[src/rtl/csb_pkg.sv]
package csb_pkg;

   typedef enum logic [1:0] {
      ST_IDLE = 2'd0,
      ST_BUSY = 2'd1,
      ST_DONE = 2'd2
   } xfer_state_t;

   // zero-extended lane extraction for a 32-bit bus, keyed by byte selects
   function automatic logic [31:0] lane_fmt(input logic [31:0] word,
                                            input logic [3:0]  sel);
      logic [31:0] r;
      case (sel)
         4'b0001: r = {24'd0, word[7:0]};
         4'b0010: r = {24'd0, word[15:8]};
         4'b0100: r = {24'd0, word[23:16]};
         4'b1000: r = {24'd0, word[31:24]};
         4'b0011: r = {16'd0, word[15:0]};
         4'b1100: r = {16'd0, word[31:16]};
         default: r = word;
      endcase
      return r;
   endfunction

endpackage

[src/rtl/csb_sync.sv]
module csb_sync #(
   parameter int            WIDTH   = 8,
   parameter int            STAGES  = 2,
   parameter logic [WIDTH-1:0] RST_VAL = '1
) (
   input  logic             clk_i,
   input  logic             rst_i,
   input  logic [WIDTH-1:0] d_i,
   output logic [WIDTH-1:0] q_o
);

   if (WIDTH < 1) begin : g_bad_width
      $error("csb_sync: WIDTH must be at least 1");
   end

   if (STAGES == 0) begin : g_pass
      assign q_o = d_i;
   end else begin : g_chain
      logic [STAGES-1:0][WIDTH-1:0] chain_q;
      always_ff @(posedge clk_i) begin
         if (rst_i) begin
            chain_q <= {STAGES{RST_VAL}};
         end else begin
            chain_q[0] <= d_i;
            for (int s = 1; s < STAGES; s++) begin
               chain_q[s] <= chain_q[s-1];
            end
         end
      end
      assign q_o = chain_q[STAGES-1];
   end

endmodule

[src/rtl/csb_bank_decode.sv]
module csb_bank_decode #(
   parameter int NUM_CS  = 6,
   parameter int IO_BANK = 5,
   localparam int BANK_W = (NUM_CS > 1) ? $clog2(NUM_CS) : 1
) (
   input  logic [NUM_CS-1:0] cs_n_i,
   output logic              any_o,
   output logic [BANK_W-1:0] bank_o,
   output logic              io_o
);

   if (IO_BANK >= NUM_CS) begin : g_bad_io
      $error("csb_bank_decode: IO_BANK must name an existing select");
   end

   // lowest-numbered active select wins: scan downward, last hit stays
   always_comb begin
      any_o  = 1'b0;
      bank_o = '0;
      for (int i = NUM_CS - 1; i >= 0; i--) begin
         if (!cs_n_i[i]) begin
            any_o  = 1'b1;
            bank_o = BANK_W'(i);
         end
      end
   end

   assign io_o = any_o && (bank_o >= BANK_W'(IO_BANK));

endmodule

[src/rtl/csb_xfer_ctrl.sv]
module csb_xfer_ctrl
   import csb_pkg::*;
#(
   parameter int TIMEOUT = 16,
   localparam int CNT_W  = (TIMEOUT > 2) ? $clog2(TIMEOUT) : 1
) (
   input  logic clk_i,
   input  logic rst_i,
   input  logic req_i,     // select and strobe seen low
   input  logic hold_i,    // any select still low
   input  logic ack_i,     // acknowledge from the chosen port
   output logic start_o,   // one-clock pulse: cycle begins
   output logic busy_o,    // Wishbone cycle in progress
   output logic done_o,    // cycle ended, waiting for select release
   output logic ack_end_o  // cycle ends by acknowledge this clock
);

   localparam logic [CNT_W-1:0] LAST = CNT_W'(TIMEOUT - 1);

   if (TIMEOUT < 2) begin : g_bad_to
      $error("csb_xfer_ctrl: TIMEOUT must be at least 2");
   end

   xfer_state_t state_q;
   logic [CNT_W-1:0] cnt_q;

   always_ff @(posedge clk_i) begin
      if (rst_i) begin
         state_q <= ST_IDLE;
         cnt_q   <= '0;
      end else begin
         case (state_q)
            ST_IDLE: begin
               cnt_q <= '0;
               if (req_i) state_q <= ST_BUSY;
            end
            ST_BUSY: begin
               if (ack_i) begin
                  state_q <= ST_DONE;
                  cnt_q   <= '0;
               end else if (cnt_q == LAST) begin
                  state_q <= ST_DONE;
                  cnt_q   <= '0;
               end else begin
                  cnt_q <= cnt_q + 1'b1;
               end
            end
            ST_DONE: begin
               if (!hold_i) state_q <= ST_IDLE;
            end
            default: state_q <= ST_IDLE;
         endcase
      end
   end

   assign start_o   = (state_q == ST_IDLE) && req_i;
   assign busy_o    = (state_q == ST_BUSY);
   assign done_o    = (state_q == ST_DONE);
   assign ack_end_o = busy_o && ack_i;

   // the counter never passes the timeout window
   assert_cnt_bound_R7: assert property (@(posedge clk_i) disable iff (rst_i)
      busy_o |-> (cnt_q <= LAST));

   // last unacknowledged clock ends the cycle
   assert_timeout_end_R7: assert property (@(posedge clk_i) disable iff (rst_i)
      (busy_o && !ack_i && cnt_q == LAST) |=> done_o);

   // acknowledge ends the cycle on the next clock
   assert_ack_end_R5: assert property (@(posedge clk_i) disable iff (rst_i)
      (busy_o && ack_i) |=> !busy_o);

   // a finished cycle is never followed directly by another
   assert_gap_R8: assert property (@(posedge clk_i) disable iff (rst_i)
      done_o |=> !busy_o);

   // no restart while a select is still held
   assert_hold_R8: assert property (@(posedge clk_i) disable iff (rst_i)
      (done_o && hold_i) |=> done_o);

endmodule

[src/rtl/csb_wb_lane.sv]
module csb_wb_lane #(
   parameter int ADR_W  = 30,
   parameter int DATA_W = 32,
   localparam int SEL_W = DATA_W / 8
) (
   input  logic              clk_i,
   input  logic              rst_i,
   input  logic              en_i,
   input  logic              we_i,
   input  logic [SEL_W-1:0]  sel_i,
   input  logic [ADR_W-1:0]  adr_i,
   input  logic [DATA_W-1:0] dat_i,
   output logic              cyc_o,
   output logic              stb_o,
   output logic              we_o,
   output logic [SEL_W-1:0]  sel_o,
   output logic [ADR_W-1:0]  adr_o,
   output logic [DATA_W-1:0] dat_o
);

   if (DATA_W % 8 != 0) begin : g_bad_dw
      $error("csb_wb_lane: DATA_W must be a whole number of bytes");
   end

   // an idle port drives all-zero so a slave never sees stale qualifiers
   assign cyc_o = en_i;
   assign stb_o = en_i;
   assign we_o  = en_i & we_i;
   assign sel_o = en_i ? sel_i : '0;
   assign adr_o = en_i ? adr_i : '0;
   assign dat_o = en_i ? dat_i : '0;

   // qualifiers do not move while the port runs a cycle
   assert_stable_R4: assert property (@(posedge clk_i) disable iff (rst_i)
      (en_i && $past(en_i)) |-> ($stable(adr_o) && $stable(sel_o) &&
                                 $stable(dat_o) && $stable(we_o)));

endmodule

[src/rtl/csb_wb_bridge.sv]
module csb_wb_bridge
   import csb_pkg::*;
#(
   parameter int          NUM_CS      = 6,
   parameter int          IO_BANK     = 5,
   parameter int          OFS_W       = 26,
   parameter int          DATA_W      = 32,
   parameter logic [31:0] BASE_ADDR   = 32'h4000_0000,
   parameter int          TIMEOUT     = 16,
   parameter int          SYNC_STAGES = 2,
   localparam int         SEL_W       = DATA_W / 8,
   localparam int         ADR_W       = 32 - $clog2(SEL_W)
) (
   input  logic              clk_i,
   input  logic              rst_i,
   output logic              cpu_clk_o,
   output logic              cpu_rst_n_o,
   input  logic [NUM_CS-1:0] cpu_cs_n_i,
   input  logic [OFS_W-1:0]  cpu_ofs_i,
   input  logic [SEL_W-1:0]  cpu_be_n_i,
   input  logic              cpu_rd_n_i,
   input  logic              cpu_wr_n_i,
   input  logic [DATA_W-1:0] cpu_wdata_i,
   output logic [DATA_W-1:0] cpu_rdata_o,
   output logic              cpu_rdata_oe_o,
   output logic              cpu_wait_o,
   output logic              mem_cyc_o,
   output logic              mem_stb_o,
   output logic              mem_we_o,
   output logic [SEL_W-1:0]  mem_sel_o,
   output logic [ADR_W-1:0]  mem_adr_o,
   output logic [DATA_W-1:0] mem_dat_o,
   input  logic [DATA_W-1:0] mem_dat_i,
   input  logic              mem_ack_i,
   output logic              io_cyc_o,
   output logic              io_stb_o,
   output logic              io_we_o,
   output logic [SEL_W-1:0]  io_sel_o,
   output logic [ADR_W-1:0]  io_adr_o,
   output logic [DATA_W-1:0] io_dat_o,
   input  logic [DATA_W-1:0] io_dat_i,
   input  logic              io_ack_i
);

   localparam int BANK_W  = (NUM_CS > 1) ? $clog2(NUM_CS) : 1;
   localparam int SYNC_W  = NUM_CS + 2;
   localparam int NPORTS  = 2;
   localparam int LSB_W   = $clog2(SEL_W);

   if (DATA_W != 32) begin : g_bad_dw
      $error("csb_wb_bridge: lane formatting is defined for a 32-bit bus");
   end
   if (OFS_W + BANK_W > 32) begin : g_bad_ofs
      $error("csb_wb_bridge: bank windows overflow the address space");
   end

   // clock and reset towards the processor
   assign cpu_clk_o   = clk_i;
   assign cpu_rst_n_o = ~rst_i;

   // ------------------------------------------------------------ strobes in
   logic [SYNC_W-1:0] sync_q;
   logic [NUM_CS-1:0] cs_n_s;
   logic              rd_n_s, wr_n_s;

   csb_sync #(.WIDTH(SYNC_W), .STAGES(SYNC_STAGES), .RST_VAL('1)) u_sync (
      .clk_i (clk_i),
      .rst_i (rst_i),
      .d_i   ({cpu_rd_n_i, cpu_wr_n_i, cpu_cs_n_i}),
      .q_o   (sync_q)
   );
   assign cs_n_s = sync_q[NUM_CS-1:0];
   assign wr_n_s = sync_q[NUM_CS];
   assign rd_n_s = sync_q[NUM_CS+1];

   // ------------------------------------------------------------ decode
   logic              any_sel;
   logic [BANK_W-1:0] bank;
   logic              bank_io;

   csb_bank_decode #(.NUM_CS(NUM_CS), .IO_BANK(IO_BANK)) u_dec (
      .cs_n_i (cs_n_s),
      .any_o  (any_sel),
      .bank_o (bank),
      .io_o   (bank_io)
   );

   // ------------------------------------------------------------ control
   logic start, busy, done, ack_end, ack_mux;
   logic io_q;

   assign ack_mux = io_q ? io_ack_i : mem_ack_i;

   csb_xfer_ctrl #(.TIMEOUT(TIMEOUT)) u_ctrl (
      .clk_i     (clk_i),
      .rst_i     (rst_i),
      .req_i     (any_sel && (!rd_n_s || !wr_n_s)),
      .hold_i    (any_sel),
      .ack_i     (ack_mux),
      .start_o   (start),
      .busy_o    (busy),
      .done_o    (done),
      .ack_end_o (ack_end)
   );

   // ------------------------------------------------------------ capture
   logic [31:0]       byte_adr;
   logic [ADR_W-1:0]  adr_q;
   logic [SEL_W-1:0]  sel_q;
   logic [DATA_W-1:0] wdat_q;
   logic [DATA_W-1:0] rdat_q;
   logic              we_q;

   assign byte_adr = BASE_ADDR + (32'(bank) << OFS_W) + 32'(cpu_ofs_i);

   always_ff @(posedge clk_i) begin
      if (rst_i) begin
         io_q   <= 1'b0;
         we_q   <= 1'b0;
         adr_q  <= '0;
         sel_q  <= '0;
         wdat_q <= '0;
         rdat_q <= '0;
      end else if (start) begin
         io_q   <= bank_io;
         we_q   <= !wr_n_s;
         adr_q  <= byte_adr[31:LSB_W];
         sel_q  <= ~cpu_be_n_i;
         wdat_q <= cpu_wdata_i;
         rdat_q <= '0;                  // stays zero on a timeout
      end else if (ack_end) begin
         rdat_q <= lane_fmt(io_q ? io_dat_i : mem_dat_i, sel_q);
      end
   end

   assign cpu_wait_o     = busy;
   assign cpu_rdata_o    = rdat_q;
   assign cpu_rdata_oe_o = done && !we_q && any_sel && !rd_n_s;

   // ------------------------------------------------------------ ports
   logic [NPORTS-1:0]             p_cyc, p_stb, p_we;
   logic [NPORTS-1:0][SEL_W-1:0]  p_sel;
   logic [NPORTS-1:0][ADR_W-1:0]  p_adr;
   logic [NPORTS-1:0][DATA_W-1:0] p_dat;

   for (genvar p = 0; p < NPORTS; p++) begin : g_port
      csb_wb_lane #(.ADR_W(ADR_W), .DATA_W(DATA_W)) u_lane (
         .clk_i (clk_i),
         .rst_i (rst_i),
         .en_i  (busy && (io_q == (p == 1))),
         .we_i  (we_q),
         .sel_i (sel_q),
         .adr_i (adr_q),
         .dat_i (wdat_q),
         .cyc_o (p_cyc[p]),
         .stb_o (p_stb[p]),
         .we_o  (p_we[p]),
         .sel_o (p_sel[p]),
         .adr_o (p_adr[p]),
         .dat_o (p_dat[p])
      );
   end

   assign mem_cyc_o = p_cyc[0];
   assign mem_stb_o = p_stb[0];
   assign mem_we_o  = p_we[0];
   assign mem_sel_o = p_sel[0];
   assign mem_adr_o = p_adr[0];
   assign mem_dat_o = p_dat[0];
   assign io_cyc_o  = p_cyc[1];
   assign io_stb_o  = p_stb[1];
   assign io_we_o   = p_we[1];
   assign io_sel_o  = p_sel[1];
   assign io_adr_o  = p_adr[1];
   assign io_dat_o  = p_dat[1];

   // never both ports at once
   assert_one_port_R1: assert property (@(posedge clk_i) disable iff (rst_i)
      $onehot0({mem_cyc_o, io_cyc_o, mem_stb_o & ~mem_cyc_o, io_stb_o & ~io_cyc_o}));

   // the wait request covers every clock of a port cycle
   assert_wait_cover_R5: assert property (@(posedge clk_i) disable iff (rst_i)
      (mem_cyc_o || io_cyc_o) |-> cpu_wait_o);

   // read data is driven only outside a port cycle and holds steady
   assert_rdata_hold_R9: assert property (@(posedge clk_i) disable iff (rst_i)
      (cpu_rdata_oe_o && $past(cpu_rdata_oe_o)) |-> $stable(cpu_rdata_o));

   assert_rdata_idle_R9: assert property (@(posedge clk_i) disable iff (rst_i)
      cpu_rdata_oe_o |-> !(mem_cyc_o || io_cyc_o));

   // quiet outputs during reset
   assert_reset_quiet_R12: assert property (@(posedge clk_i)
      rst_i |=> (rst_i -> !(mem_cyc_o || io_cyc_o || cpu_wait_o || cpu_rdata_oe_o)));

endmodule

[config.mk]
export PLATFORM = sky130hd
export DESIGN_NAME = csb_wb_bridge
export DESIGN_NICKNAME = d
export VERILOG_FILES = /design/src/rtl/csb_pkg.sv /design/src/rtl/csb_sync.sv /design/src/rtl/csb_bank_decode.sv /design/src/rtl/csb_xfer_ctrl.sv /design/src/rtl/csb_wb_lane.sv /design/src/rtl/csb_wb_bridge.sv
export SDC_FILE = /design/constraint.sdc
export NUM_CORES = 1
export LEC_CHECK = 0
export BUFFER_PORTS_ARGS = -buffer_cell sky130_fd_sc_hd__buf_2
export CAP_MARGIN = 20
export CORE_MARGIN = 5
export CORE_UTILIZATION = 47
export CTS_BUF_LIST = sky130_fd_sc_hd__clkbuf_4
export CTS_CLUSTER_SIZE = 30
export DETAILED_ROUTE_END_ITERATION = 16
export MAX_ROUTING_LAYER = met4
export PLACE_DENSITY_LB_ADDON = 0.12
export SYNTH_ARGS = -nofsm -noshare
export SYNTH_HDL_FRONTEND = slang
export SYNTH_SLANG_ARGS = --single-unit
export TNS_END_PERCENT = 1
[constraint.sdc]
create_clock -name clk_i -period 1.8 [get_ports clk_i]
set_input_delay 0.18 -clock clk_i [delete_from_list [all_inputs] [get_ports clk_i]]
set_output_delay 0.18 -clock clk_i [all_outputs]
set_load 0.02 [all_outputs]
Word level (Yosys, flattened, before mapping)
Index checks and enable logic that the tools add are counted.
- bits in registers: 122
- word-level logic and storage cells: 77
- $add $sub $neg: 3
- magnitude comparators: 1
- equal/unequal tests: 12
- multiplexer cells: 29
- bitwise logic cells: 5
- reductions and logical operators: 17
- operator list (operator ; count):
    one-hot mux 32 bit (6 select lines) ; 1
    2-to-1 mux 32 bit ; 3
    2-to-1 mux 30 bit ; 2
    adder 31 x 29 -> 32 bit (first input constant) ; 1
    adder 32 x 26 -> 32 bit ; 1
    2-to-1 mux 3 bit ; 6
    2-to-1 mux 4 bit ; 4
    == test 4 bit (second input constant) ; 3
    logical AND 1 bit ; 9
    == test 4 x 2 -> 1 bit (second input constant) ; 2
    2-to-1 mux 2 bit ; 4
    one-hot mux 4 bit (2 select lines) ; 1
    2-to-1 mux 1 bit ; 7
    one-hot mux 2 bit (3 select lines) ; 1
    adder 4 x 1 -> 4 bit (second input constant) ; 1
    == test 4 x 1 -> 1 bit (second input constant) ; 1
    == test 4 x 3 -> 1 bit (second input constant) ; 1
    inverter 4 bit ; 1
    greater-or-equal comparator 3 bit (second input constant) ; 1
    zero test 1 bit ; 3
    != test 3 x 1 -> 1 bit (second input constant) ; 1
    AND reduction 3 bit ; 1
    AND 1 bit ; 2
    == test 2 x 1 -> 1 bit (second input constant) ; 1
    other kinds (8) ; 9

Longest topological paths before layout
Gate-level depths: netlist (run 1).
- depth in word-level cells: 9
- mapped depth: 8
- depth with buffers taken out: 5

Hierarchy
A second synthesis (run 1) with hierarchy kept.
- cell total of the unflattened synthesis: 662
- area total of the unflattened synthesis: 6039.5 um^2
- by module, submodules not included (module ; times used ; cells each ; area each (um^2)):
    csb_wb_bridge ; 1 ; 423 ; 4181.5
    csb_wb_lane ; 2 ; 76 ; 490.5
    csb_sync ; 1 ; 41 ; 491.7
    csb_xfer_ctrl ; 1 ; 35 ; 324.1
    csb_bank_decode ; 1 ; 11 ; 61.3

==> impl_metrics.ini, run 1 <==
[outcome]
status = finished, violations left
violations = negative setup slack

[hold_path]
hold_path.class = input pin to flop

[sta]
fin_crit_sh_pct = 112.7
setup_viol = 135
setup_ws_ns = -0.2280
drv_slew = 0
period_needed_ns = 2.028
max_freq_mhz = 493.1
hold_viol = 0
grt_setup_unrepaired = true
max-slew-margin-rel_pct = 61.38
clock-skew-final_ns = 0.01729
tightest_slew_ns = 0.5782

[die]
dieWidth_um = 121.0
die_y_um = 121.0
core_area_um2 = 12060
start_util_pct = 48.01
die_area_um2 = 14640
rows = 40
pin_count = 312

[synth]
yosys_warnings = 0
synth.yosys.seq_area_share_pct = 41.49
synth-seq-cells = 120
syn_avg_cell_area_um2 = 8.099
synth_cells = 715
synthDistinctLibCells = 44
syn_area_um2 = 5791

[placed_design]
placed_area_um2 = 7566
globalplace.congestion = 0.8478
dp_hpwl_mm = 13.29
port_buffers = 305
dp.cells = 1148

[finish]
fin_nets = 1266
design_area_um2 = 9871
drive_above_1_share_pct = 43.60
mostFrequentLayoutCell = buf_2
fillerInstances = 718
seqCellArea_um2 = 2412
layout.cells.non_filler = 1309
multi_input_area_um2 = 3221
area_growth_pct = 70.46
final_cell_mix = buf_2 (185), nand2_1 (130), dfxtp_1 (114)

[grt]
grt_max_degree = 57
grt_pass1_wl_mm = 34.39
overflow = 0
antenna_found_initial = 1
grt.total_usage_pct = 30.06
grt_pass1_vias = 6910

[clock_network]
cts_tree = done
clock_latency_ns = 0.62
cts.clk_slew.worst_paths_ns = 0.12

[pwr]
power_density_nw_per_um2 = 619.1
seqPwrFrac_pct = 46.7
switchingPower_uw = 1832
p_leak_uw = 0.004601
power.share.clock_pct = 34.2
internal_power_uw = 4279
p_sw_share_pct = 29.98
ir_drop_uv = 522.6
combinationalPowerShare_pct = 19.1

[drt]
first_pass_iters = 5
wl_per_cell_um = 17.87
drtIter0Drc = 662
viasPerCell = 5.253
drc_errors = 0
wl_mm = 23.39
ant_nets = 0
via_count = 6876

[critical_path]
critPathLaunchType = flop
critPathRequiredTime_ns = 1.62
cp-end-kind = output pin
worstSetupPathType = flop to output pin
worst-path-max-fanout = 9
critPathArrivalTime_ns = 1.85

[run]
max_cap_violations = 0
synthesized netlist by cell type (all sizes together):
cell type    n  area share [%]
ha           1            0.22
o22ai        1            0.11
nand3b       1            0.13
a22oi       26             3.4
nand4        3            0.32
a211oi      16             2.5
a21o         1            0.13
nor3        10            0.86
o221a        8             1.6
buf         27             2.8
a21boi       1            0.13
and4         1            0.15
nor2        44             2.9
o211ai       1            0.13
nor2b        1            0.11
or4          1            0.19
or3          1            0.11
o21ai        2            0.17
and3        66             7.1
a221oi       8             1.2
inv          3            0.19
or2         17             1.8
a21oi       64             5.5
o21a         2            0.26
mux2        24             4.7
clkbuf      45             2.9
and2        67             7.2
nor4b        3            0.56
dfxtp      120              41
conb         1           0.065
mux2i        9             1.6
nand3        4            0.35
a31oi        1            0.11
nand2      130             8.4
nor3b        2            0.35
nand2b       3            0.32
worst paths after layout:
kind / startpoint / to / slack [ns] / cells past startpoint
min: mem_dat_i[15] / cpu_rdata_o[15] / 0.07 / 4
max reg2reg: sel_q[3] / cpu_rdata_o[11] / 0.04 / 4
min reg2reg: u_sync.g_chain.chain_q[2] / u_sync.q_o[2] / 0.42 / 1
max: io_q / mem_dat_o[2] / -0.23 / 7
timing repair:
item	CTS	global route
cloned	3	0
endpoints found under the setup margin	136	156
gates resized for setup	148	100
setup buffers	9	0
hold buffers	113	0
hold endpoints to repair	94	0
pin swaps	7	18
cell type report:
type                       count  share of cell area, %
multi-input combinational    523                  32.63
clock buffer                  21                  1.572
timing repair buffer         458                  37.53
tap                          168                  2.130
clock inverter                15                  1.559
sequential                   120                  24.44
antenna                        1                0.02535
inverter                       3                 0.1141
logic make-up after synthesis:
group,synth area share (%)
flops,41.49
buf+inv,5.899
compound gates,15.17
mux,6.223
other cells,0.06476
simple gates,30.94
fa+ha+maj,0.2160
state kept, by name, indices dropped and copies added (netlist names):
signal                  flops
u_sync.q_o                  8
u_ctrl.state_q              2
cpu_rdata_o                32
sel_q                       4
adr_q                      28
u_ctrl.cnt_q                4
wdat_q                     32
io_q                        1
u_sync.g_chain.chain_q      8
we_q                        1
power by group through the flow:
stage	sequential [uW]	combinational (uW)	clock [uW]
final	2850	1170	2090
after global routing	2870	1250	2270
after CTS	2850	1120	2110
after detailed placement	2900	859	51.9
after global placement	2900	847	51.9
after floorplan	2890	507	64.9
worst max-delay path, cell delays in order (launching register included):
cell	delay, ns
dfxtp_4	0.37
buf_8	0.12
nor2_4	0.13
buf_6	0.12
buf_12	0.11
buf_16	0.12
and2_1	0.15
buf_6	0.12
metrics by stage:
step                setup TNS [ns]  hold WS [ns]  power [uW]  util (%)  setup WS (ns)
finish                      -21.21       0.06809        6111     81.84        -0.2280
detailed placement               0        0.3143        3814     62.73         0.1071
global route                -40.64       0.02078        6392     81.84        -0.3695
global placement                 0        0.3143        3797     62.73         0.1492
floorplan                        0        0.2757        3464         -        0.04420
CTS                         -29.33      0.008514        6081     79.57        -0.2753
layer usage:
metal / vias to the layer above / share of wire [%] / GRT usage, %
li1: 3264 / - / -
met1: 3163 / 37 / 31.89
met2: 372 / 52 / 52.90
met3: 77 / 8.0 / 8.112
met4: 0 / 3.0 / 12.39
met5: - / 0 / -
No activity file was read; power rests on OpenSTA's default activity.
==> run 2: changes to the inputs <==
Settings changed: CORE_MARGIN 5 to 8, CORE_UTILIZATION 47 to 45.
Clock period 1.8 ns to 2.2 ns, I/O delays scaled along.
==> impl_metrics.ini, run 2 (synthesized netlist as in run 1, its figures left out) <==
[outcome]
status = finished, violations left
violations = negative setup slack

[sta]
hold_slack_ns = 0.04032
setup_viol = 11
tns_ns = -0.09921
clock-skew-final_ns = 0.01847
fin_crit_sh_pct = 101.0
max-slew-margin-rel_pct = 55.11
hold_viol = 0
grt_setup_unrepaired = true
period_needed_ns = 2.221
tightest_slew_ns = 0.6721
drv_slew = 0
max_freq_mhz = 450.2
setup_ws_ns = -0.02121

[finish]
area_growth_pct = 65.08
fillerInstances = 907
insertedDiodeCount = 0
seqCellArea_um2 = 2411
design_area_um2 = 9559
post-route-util_pct = 76.06
final_cell_mix = buf_2 (266), nand2_1 (130), dfxtp_1 (117)
mostFrequentLayoutCell = buf_2
fin_nets = 1255
multi_input_area_um2 = 3198
drive_above_1_share_pct = 41.13

[grt]
grt_pass1_vias = 6699
grt_max_degree = 56
antenna_found_initial = 0
grt.total_usage_pct = 26.26
grt_pass1_wl_mm = 33.89
overflow = 0

[die]
rows = 41
dieWidth_um = 129.4
core_area_um2 = 12570
start_util_pct = 46.07
die_y_um = 129.4
die_area_um2 = 16750
pin_count = 312

[critical_path]
cp-end-kind = output pin
crit_family = buffers and inverters
worst-path-max-fanout = 55
worst-path-buf-inv = 4
slowest_delay_ns = 0.36
worstSetupPathType = flop to output pin
cpMostUsedCell = buf_12
critPathRequiredTime_ns = 1.98
crit_slowest_cell = dfxtp_4
crit_chain = buf_12 -> nor2_4 -> buf_12 -> buf_6 -> and2_1 -> buf_2
critPathLaunchType = flop
reg2reg_setup_slack_ns = 0.04
critPathArrivalTime_ns = 2.00

[drt]
ant_nets = 0
drtIter0Drc = 563
viasPerCell = 5.282
drc_errors = 0
wl_mm = 24.32
first_pass_iters = 6
wl_per_cell_um = 18.70
via_count = 6866

[pwr]
combinationalPowerShare_pct = 17.9
total_power_uw = 5245
power_density_nw_per_um2 = 548.7
ir_drop_uv = 567.5
power.share.clock_pct = 37.6
p_leak_uw = 0.004507
internal_power_uw = 3860
seqPwrFrac_pct = 44.6
switchingPower_uw = 1385
p_sw_share_pct = 26.40

[placed_design]
globalplace.congestion = 0.7848
dp_hpwl_mm = 14.71
placed_area_um2 = 7497
port_buffers = 305

[hold_path]
hold_path.class = input pin to flop

[run]
max_cap_violations = 0

[clock_network]
clock_latency_ns = 0.63
cts.clk_slew.worst_paths_ns = 0.10
cts_tree = done
## run 2: cell types whose count changed in the layout (fill, tap and decap cells not counted), moves of 4 or more
cell           previous run  this run
dlygate4sd3_1           113       103
and3_1                   65        45
and3_4                    1        21
dfxtp_2                   5         1
buf_4                    80        20
buf_6                    65        40
clkbuf_16                 0         6
and2_4                   45         1
and2_1                   21        66
buf_2                   185       266
## run 2: final timing paths
check	cells past startpoint	from	to
max	6	io_q	mem_adr_o[19]
min	4	mem_dat_i[26]	cpu_rdata_o[26]
max reg2reg	6	u_ctrl.state_q[1]	wdat_q[10]
min reg2reg	1	u_sync.g_chain.chain_q[0]	u_sync.q_o[0]
## run 2: repair_timing
| item | CTS | global route |
|---|---|---|
| hold endpoints to repair | 82 | 0 |
| buffers inserted | 2 | 5 |
| pin swaps | 0 | 1 |
| endpoints found under the setup margin | 135 | 138 |
| gates resized for setup | 6 | 112 |
| cloned | 0 | 10 |
| hold buffers | 103 | 0 |
## run 2: area by class of cell
type	count	share of cell area, %
timing repair buffer	447	35.13
multi-input combinational	523	33.46
sequential	120	25.22
tap	172	2.251
clock buffer	25	1.937
clock inverter	10	1.846
inverter	3	0.1571
## run 2: per-layer routing
| metal | GRT usage (%) | routed length [um] |
|---|---|---|
| met1 | 27.76 | 9075 |
| met3 | 7.313 | 2048 |
| met2 | 45.37 | 12470 |
| met4 | 11.00 | 726 |
| met5 | - | 0 |
## run 2: power by group through the flow
stage                     Combinational, uW  Sequential (uW)  Clock (uW)
after floorplan                         414             2370        53.1
after global placement                  671             2380        42.5
after detailed placement                680             2380        42.5
after CTS                               836             2330        1990
after global routing                   1010             2350        2100
final                                   937             2340        1970
## run 2: per-stage QoR
stage / setup slack (ns) / instances
3_5_place_dp: 0.2698 / 1146
2_1_floorplan: 0.2022 / 718
5_1_grt: -0.09958 / 1300
3_3_place_gp: 0.3419 / 1146
4_1_cts: 0.02750 / 1285
6_report: -0.02121 / 1300
## run 2: worst min-delay path, stage by stage
cell and delay (ns):
buf_2 0.07, mux2_2 0.19, a22oi_1 0.07, nor2_1 0.07
==> run 3: changes to the inputs <==
Settings changed: SKIP_LAST_GASP set to 1, SYNTH_HIERARCHICAL set to 1.
==> impl_metrics.ini, run 3 <==
[drt]
drtIter0Drc = 455
ant_nets = 0
wl_per_cell_um = 17.71
drc_errors = 0
viasPerCell = 5.015
first_pass_iters = 5
via_count = 6254
wl_mm = 22.09

[sta]
setup_viol = 26
setup_ws_ns = -0.04343
clock-skew-final_ns = 0.02574
max_freq_mhz = 445.7
drv_slew = 0
fin_crit_sh_pct = 102.0
tns_ns = -0.2465
grt_setup_unrepaired = true
period_needed_ns = 2.243
max-slew-margin-rel_pct = 59.12
tightest_slew_ns = 0.6105
hold_viol = 0

[finish]
drive_above_1_share_pct = 39.03
fin_nets = 1197
area_growth_pct = 54.86
mostFrequentLayoutCell = buf_2
insertedDiodeCount = 0
final_cell_mix = buf_2 (252), and2_1 (126), dfxtp_1 (117)

[die]
pin_count = 312
rows = 42
die_y_um = 131.9
die_area_um2 = 17380
dieWidth_um = 131.9
core_area_um2 = 13190
start_util_pct = 45.79

[placed_design]
globalplace.congestion = 0.8526
port_buffers = 305
dp_hpwl_mm = 14.66
pre_cts_slack_ns = 0.08345

[synth]
yosysMostFrequentCell = and2_1
ys.flop_type = dfxtp_1
yosys.area_share.simple_pct = 27.10
yosys.area.top_type = dfxtp_1
synth_edf_count = 0
syn_avg_cell_area_um2 = 9.123
synth.yosys.seq_area_share_pct = 39.78
synth_fa_ha_area_share_pct = 0.2072
synthXorXnorAreaFrac_pct = 0.1450
synth_top_family_by_area = simple AND/OR/NAND/NOR gates
synth_mux_area_share_pct = 15.77
synth_area_leaders = dfxtp_1 (40%), and2_1 (14%), mux2i_1 (13%)
yosys_warnings = 6
yosysTopAreaCellShare_pct = 39.78
async_reset_ff_share_pct = 0
synthDistinctLibCells = 53
synth-seq-cells = 120
syn_area_um2 = 6040
synth_common_cells = and2_1 (136), dfxtp_1 (120), nor2_1 (88)
synth_compound_area_share_pct = 10.07
synth_cells = 662

[clock_network]
cts.clk_slew.worst_paths_ns = 0.12
clock_latency_ns = 0.63
cts_tree = done

[hold_path]
hold_path.class = input pin to flop
min-delay-start = mem_dat_i[15]
worstHoldEndpoint = cpu_rdata_o[15]
holdPathStages = 4

[critical_path]
crit_path_start = u_ctrl/state_q[1]
rr_worst_depth = 7
worstSetupPathType = flop to output pin
r2r-start = u_sync/q_o[3]
critPathLaunchType = flop
worst-path-max-fanout = 20
critPathRequiredTime_ns = 1.98
cp-end-kind = output pin
critPathArrivalTime_ns = 2.02
regToRegEndpoint = adr_q[7]
reg2reg_setup_slack_ns = 0.09

[pwr]
p_leak_uw = 0.004312
total_power_uw = 5043
ir_drop_uv = 497.5
power_density_nw_per_um2 = 539.2

[grt]
overflow = 0
grt_max_degree = 56
antenna_found_initial = 0
grt.total_usage_pct = 24.64
grt_pass1_vias = 6501
grt_pass1_wl_mm = 34.22

[run]
max_cap_violations = 0

[outcome]
violations = negative setup slack
status = finished, violations left
-- run 3: metal layers --
| metal | part of all wire [%] | GRT usage, % | wire (um) |
|---|---|---|---|
| met5 | 0 | - | 0 |
| met4 | 1.7 | 9.764 | 367 |
| met3 | 5.8 | 6.974 | 1290 |
| met2 | 52 | 42.15 | 11400 |
| met1 | 41 | 26.51 | 9033 |
-- run 3: what timing repair did --
action                                  in CTS  in global routing
endpoints found under the hold margin       86                  0
resized for setup                            8                 73
endpoints found under the setup margin     134                142
setup buffers                                2                  5
hold buffers                               101                  0
gates cloned                                 2                  3
-- run 3: cell type report --
cell class                 instances  area, um^2
fill                            1029        3837
multi-input combinational        477        3271
timing repair buffer             435        3094
sequential                       120        2411
tap                              176       220.2
clock inverter                    15       188.9
clock buffer                      21       155.1
inverter                           3       12.51
-- run 3: worst max-delay path by stage --
stage	slack, ns	to	cells after the start
final	-0.04	mem_dat_o[11]	6
after global routing	-0.18	mem_dat_o[30]	6
after CTS	-0.08	mem_dat_o[7]	5
after detailed placement	0.08	wdat_q[29]	7
after global placement	0.18	wdat_q[29]	7
after floorplan	-0.02	cpu_rdata_o[3]	10
-- run 3: cell families after synthesis --
logic type / after synthesis
AND/OR/NAND/NOR: 294
flip-flops: 120
multiplexers: 93
AO/OA/AOI/OAI: 84
buffers and inverters: 68
adder cells (fa/ha/maj): 1
other: 1
XOR/XNOR: 1
-- run 3: per-stage QoR --
step                      hold WS, ns  instance area [um^2]  cells  utilization (%)
after global routing          0.02899                  9353   1247            70.91
after detailed placement       0.3543                  7607   1099            57.67
after CTS                    0.001463                  9049   1239            68.60
after floorplan                0.2891                  6055    665                -
after global placement         0.3543                  7607   1099            57.67
final                         0.06562                  9353   1247            70.91
-- run 3: worst max-delay path, cell delays in order, from the launching register on --
cell     delay, ns
dfxtp_2       0.34
and2b_2       0.26
nor2b_4       0.20
buf_4         0.14
buf_12        0.14
and2_1        0.16
buf_4         0.15
-- run 3: power breakdown --
group	internal, uW	leakage (uW)	switching, uW
registers	2260	0.000978	69.9
clock network	885	0.000182	978
logic	453	0.00315	401
